==> src/rtl/swi_pkg.sv <==
`timescale 1ns/1ps
package swi_pkg;

    // Filter mode field encoding
    typedef enum logic [1:0] {
        FLT_LIST   = 2'b00,
        FLT_OTHERS = 2'b01,
        FLT_SELF   = 2'b10,
        FLT_RSVD   = 2'b11
    } flt_e;

    // Dispatcher control states
    typedef enum logic {
        ST_IDLE = 1'b0,
        ST_FIRE = 1'b1
    } st_e;

    // Field positions inside the trigger word
    localparam int FLT_LSB  = 24;
    localparam int LIST_LSB = 16;
    localparam int LIST_W   = 8;
    localparam int ID_LSB   = 0;

endpackage

==> src/rtl/swi_decode.sv <==
`timescale 1ns/1ps
module swi_decode
    import swi_pkg::*;
#(
    parameter int ID_W = 4
) (
    input  logic [31:0]       wr_data,
    output flt_e              flt,
    output logic [LIST_W-1:0] list,
    output logic [ID_W-1:0]   id
);

    // Security attribute and spare bits are accepted but carry no function.
    logic spare_unused;

    assign flt  = flt_e'(wr_data[FLT_LSB +: 2]);
    assign list = wr_data[LIST_LSB +: LIST_W];
    assign id   = wr_data[ID_LSB +: ID_W];
    assign spare_unused = ^{wr_data[31:FLT_LSB+2], wr_data[LIST_LSB-1:ID_LSB+ID_W]};

endmodule

==> src/rtl/swi_target.sv <==
`timescale 1ns/1ps
module swi_target
    import swi_pkg::*;
#(
    parameter int NCPU  = 8,
    parameter int CPU_W = 3
) (
    input  flt_e              flt,
    input  logic [LIST_W-1:0] list,
    input  logic [CPU_W-1:0]  req_cpu,
    output logic [NCPU-1:0]   mask
);

    for (genvar c = 0; c < NCPU; c++) begin : g_cpu
        logic is_req;
        assign is_req = (req_cpu == CPU_W'(c));

        always_comb begin
            unique case (flt)
                FLT_LIST:   mask[c] = list[c];
                FLT_OTHERS: mask[c] = !is_req;
                FLT_SELF:   mask[c] = is_req;
                FLT_RSVD:   mask[c] = 1'b0;
                default:    mask[c] = 1'b0;
            endcase
        end
    end

endmodule

==> src/rtl/swi_pend_bank.sv <==
`timescale 1ns/1ps
module swi_pend_bank #(
    parameter int NENT  = 128,
    parameter int CPU_W = 3,
    localparam int ENT_W = $clog2(NENT)
) (
    input  logic                  clk,
    input  logic                  rst_n,
    input  logic [NENT-1:0]       set_vec,
    input  logic [CPU_W-1:0]      src_in,
    input  logic                  clr_en,
    input  logic [ENT_W-1:0]      clr_idx,
    output logic [NENT-1:0]       pend,
    output logic [NENT*CPU_W-1:0] src_flat
);

    for (genvar e = 0; e < NENT; e++) begin : g_ent
        // Pending flag: a set on the same edge wins over a clear.
        always_ff @(posedge clk) begin
            if (!rst_n) begin
                pend[e] <= 1'b0;
            end else if (set_vec[e]) begin
                pend[e] <= 1'b1;
            end else if (clr_en && (clr_idx == ENT_W'(e))) begin
                pend[e] <= 1'b0;
            end
        end

        // Source record: overwritten by each new set, untouched by clear.
        always_ff @(posedge clk) begin
            if (!rst_n) begin
                src_flat[e*CPU_W +: CPU_W] <= '0;
            end else if (set_vec[e]) begin
                src_flat[e*CPU_W +: CPU_W] <= src_in;
            end
        end
    end

endmodule

==> src/rtl/swi_dispatch.sv <==
`timescale 1ns/1ps
module swi_dispatch
    import swi_pkg::*;
#(
    parameter int NCPU = 8,
    parameter int NID  = 16,
    localparam int CPU_W = (NCPU > 1) ? $clog2(NCPU) : 1,
    localparam int ID_W  = (NID > 1) ? $clog2(NID) : 1,
    localparam int NENT  = NCPU * NID,
    localparam int ENT_W = $clog2(NENT)
) (
    input  logic                  clk,
    input  logic                  rst_n,
    input  logic                  wr_en,
    input  logic [31:0]           wr_data,
    input  logic [CPU_W-1:0]      wr_cpu,
    input  logic                  clr_en,
    input  logic [CPU_W-1:0]      clr_cpu,
    input  logic [ID_W-1:0]       clr_id,
    output logic [NENT-1:0]       set_pulse,
    output logic [NENT-1:0]       pend,
    output logic [NENT*CPU_W-1:0] src_cpu
);

    flt_e              dec_flt;
    logic [LIST_W-1:0] dec_list;
    logic [ID_W-1:0]   dec_id;
    logic [NCPU-1:0]   tgt_mask;

    st_e               state_q, state_d;
    logic [NCPU-1:0]   mask_q;
    logic [ID_W-1:0]   id_q;
    logic [CPU_W-1:0]  cpu_q;
    logic              accept;
    logic [ENT_W-1:0]  clr_idx;

    swi_decode #(.ID_W(ID_W)) u_dec (
        .wr_data (wr_data),
        .flt     (dec_flt),
        .list    (dec_list),
        .id      (dec_id)
    );

    swi_target #(.NCPU(NCPU), .CPU_W(CPU_W)) u_tgt (
        .flt     (dec_flt),
        .list    (dec_list),
        .req_cpu (wr_cpu),
        .mask    (tgt_mask)
    );

    // A write is taken only when it reaches at least one CPU.
    assign accept = wr_en && (|tgt_mask);

    // Next-state logic
    always_comb begin
        state_d = ST_IDLE;
        unique case (state_q)
            ST_IDLE: state_d = accept ? ST_FIRE : ST_IDLE;
            ST_FIRE: state_d = accept ? ST_FIRE : ST_IDLE;
            default: state_d = ST_IDLE;
        endcase
    end

    // State register
    always_ff @(posedge clk) begin
        if (!rst_n) begin
            state_q <= ST_IDLE;
        end else begin
            state_q <= state_d;
        end
    end

    // Request capture
    always_ff @(posedge clk) begin
        if (!rst_n) begin
            mask_q <= '0;
            id_q   <= '0;
            cpu_q  <= '0;
        end else if (accept) begin
            mask_q <= tgt_mask;
            id_q   <= dec_id;
            cpu_q  <= wr_cpu;
        end
    end

    // Outputs: pulse grid driven only in the fire state
    always_comb begin
        set_pulse = '0;
        unique case (state_q)
            ST_FIRE: begin
                for (int c = 0; c < NCPU; c++) begin
                    for (int i = 0; i < NID; i++) begin
                        set_pulse[c*NID + i] = mask_q[c] && (id_q == ID_W'(i));
                    end
                end
            end
            ST_IDLE: set_pulse = '0;
            default: set_pulse = '0;
        endcase
    end

    assign clr_idx = ENT_W'(clr_cpu) * ENT_W'(NID) + ENT_W'(clr_id);

    swi_pend_bank #(.NENT(NENT), .CPU_W(CPU_W)) u_bank (
        .clk      (clk),
        .rst_n    (rst_n),
        .set_vec  (set_pulse),
        .src_in   (cpu_q),
        .clr_en   (clr_en),
        .clr_idx  (clr_idx),
        .pend     (pend),
        .src_flat (src_cpu)
    );

endmodule

==> config.mk <==
export PLATFORM = sky130hd
export DESIGN_NAME = swi_dispatch
export DESIGN_NICKNAME = d
export VERILOG_FILES = /design/src/rtl/swi_pkg.sv /design/src/rtl/swi_decode.sv /design/src/rtl/swi_target.sv /design/src/rtl/swi_pend_bank.sv /design/src/rtl/swi_dispatch.sv
export SDC_FILE = /design/constraint.sdc
export NUM_CORES = 1
export LEC_CHECK = 0
export BUFFER_PORTS_ARGS = -buffer_cell sky130_fd_sc_hd__buf_4
export CAP_MARGIN = 40
export CORE_AREA = 2 2 263 265
export DETAILED_ROUTE_END_ITERATION = 10
export DIE_AREA = 0 0 265 267
export MAX_ROUTING_LAYER = met4
export SETUP_SLACK_MARGIN = 0.1
export SLEW_MARGIN = 40
export SYNTH_ARGS = -nofsm -noshare
export SYNTH_HDL_FRONTEND = slang
export SYNTH_SLANG_ARGS = --single-unit
export TNS_END_PERCENT = 10
==> constraint.sdc <==
create_clock -name clk -period 2.7 [get_ports clk]
set_clock_uncertainty 0.2 [all_clocks]
set_input_delay 0.27 -clock clk [delete_from_list [all_inputs] [get_ports clk]]
set_output_delay 0.27 -clock clk [all_outputs]
set_load 0.03 [all_outputs]
==> metrics.txt <==
post-layout util 45.3%; Post-synth EDFFs 0; worst vdd ir 0.427 mV; max-slew violations 0; final setup fails 0; cell total after placement 4003; crit share post-route 97.6%; Synth Net Count 2546; Final TNS setup 0 ns; main combinational cell family by area after synthesis compound AO/OA/AOI/OAI gates; crit path capture type output pin; die area 70800 um2; synth unique cells 36; row count 96; CP Class flop to output pin; vias in the first global route 18686; leakage power 12.8 nW; XOR/XNOR Fraction of Synth Area 0%; Vias 20437; Mapped Cells 2500; Max Cap Viol 0; # IOs 686; PwrDens 559 nW/um2; Design Power roughly 0.017 W; Seq cells post-synth 528; Fin. Hold Viols 0; grt total ovfl 0; global-route wire length before repair ~130 mm; minimum clock period 2.64 ns; Req. time, crit path approximately 2.2 ns; post-route insts no fill 4151; I/O Buffers 667; Reg-to-Reg Start id_q[0]; CP Launch Point id_q[0]; highest clock rate 0.379 GHz; Synth top area share just over 50%; sequential area share after synthesis 50.4%; Layout area overhead 46.9%; fraction of layout cells with a size suffix above 1 between 30 and 40%; Post-DP HPWL 71.2 mm; Mapped Area 21000 um2; DR vias/cell 4.92; NumNets Final 3266; final worst setup slack approximately 0.065 ns; fraction of registers with async set or reset after synthesis 0%; RSZ-0062 raised after global routing yes; cell taking the most area after synthesis dfxtp_1; largest net degree at the start of global routing 94; HP Class input pin to flop; Critical Path AT 2.17 ns; HP Start wr_data[25]; yosys warns 0; routed wire length per instance 23.2 um; post-route ant nets 0; Clock Sinks about 530; pre-CTS setup slack ~0.17 ns; Initial DRC Count 1389; die width 265 um; initial antenna violation count 9; simple-gate share of the synthesized area around 18%; top cells by count, synth nand2_1 (758), dfxtp_1 (528), a21boi_0 (388), o21ai_0 (210), clkbuf_1 (123); GRT Overall Usage between 20% and 30%; Worst-path clk slew 0.06 ns; CP Max Fanout 8; Clock Tree Root clkbuf_16; DRC 0; Skew-Pair Late Insertion Delay about 0.61 ns; top cells by area, synth dfxtp_1 (50%), a21boi_0 (14%), nand2_1 (14%), o21ai_0 (5.0%), a21boi_1 (3.0%); Core Box Area 68000 um2; starting density of the core between 30% and 40%; total CTS buffers 60; Mapped Avg Cell Area 8.38 um2; clock tree from TritonCTS yes; post-synthesis compound-gate area fraction 25.6%; Worst setup SP type flop; count leader, synth nand2_1; CTS H-tree depth 2; drt pass-1 iters 5; gpl congestion 0.863; status complete, no violations; routed wire length 96.3 mm; worst slew pin tran 0.871 ns; Slew HR 42.0%; multiplexer area fraction after synthesis less than 1%; worst-case clock buffer depth 3; Fillers 6850; die height about 270 um; Main synth FF type dfxtp_1; post-synthesis adder-cell area fraction 0%
[metal layers]
| layer | GRT usage (%) | part of all wire (%) | vias to the layer above |
|---|---|---|---|
| met5 | - | 0 | - |
| met4 | 7.99 | 3.1 | 0 |
| met3 | 5.93 | 6.7 | 150 |
| met2 | 43.2 | 48 | 669 |
| met1 | 33.2 | 43 | 9870 |
| li1 | - | - | 9748 |
[critical path, stage by stage (launching register included)]
cell      delay (ns)
dfxtp_4         0.38
nand2b_4        0.16
buf_4           0.15
nor3_4          0.27
buf_6           0.21
nand2_2         0.12
inv_2           0.10
buf_4           0.16
[stage by stage]
stage | hold WS [ns] | area [um2]
after detailed placement | 0.246 | 27600
after floorplan | 0.212 | 21000
after CTS | 0.00173 | 30100
after global placement | 0.242 | 27600
after global routing | 0.0651 | 30800
final | 0.0414 | 30800
[kinds of logic after synthesis]
kind of cell,Yosys count
AO/OA/AOI/OAI,788
buffers and inverters,264
flip-flops,528
multiplexers,15
AND/OR/NAND/NOR,905
[cell type report]
cell class / count / area, um2 / share of cell area (%)
Tap cell: 882 / 1100 / 3.58
Antenna cell: 2 / 5.00 / 0.0163
Multi-Input combinational cell: 1708 / 9810 / 31.9
Inverter: 88 / 395 / 1.28
Clock inverter: 11 / 143 / 0.463
Clock buffer: 98 / 1860 / 6.03
Timing Repair Buffer: 834 / 6880 / 22.3
Sequential cell: 528 / 10600 / 34.4
[worst paths after layout]
path,end,slack [ns],cells after the start
max,set_pulse[104],0.06,7
min,mask_q[5],0.04,5
max reg2reg,u_bank.src_flat[73],0.71,9
min reg2reg,u_bank.src_flat[3],0.25,2
[registers in the layout, summed over array words and instances, names as in the netlist]
name and cells:
u_bank.src_flat 384, u_bank.pend 128, mask_q 8, state_q 1
id_q 4, cpu_q 3
[where the power goes]
part / leakage (nW) / switching (W) / internal, W
Sequential: 4.26 / 0.0000633 / 0.00781
Clock: 0.977 / 0.00340 / 0.00494
Combinational: 7.52 / 0.000631 / 0.000377
[placed cells by master, fill, tap and decap left out, drive strengths merged, types with 30 or more instances in the layout]
cell type / n
buf: 811
nand2: 774
dfxtp: 528
a21boi: 472
o21ai: 218
clkbuf: 99
inv: 89
o21a: 82
nor2: 50
nand3: 30
[repair_timing]
item / 4_1_cts / 5_1_grt
gates resized for setup: 132 / 170
buffers inserted: 3 / 12
hold buffers: 22 / 0
endpoints found under the hold margin: 60 / 0
pin swaps: 5 / 13
setup endpoints to repair: 116 / 117
No activity file was read; power rests on OpenSTA's default activity.
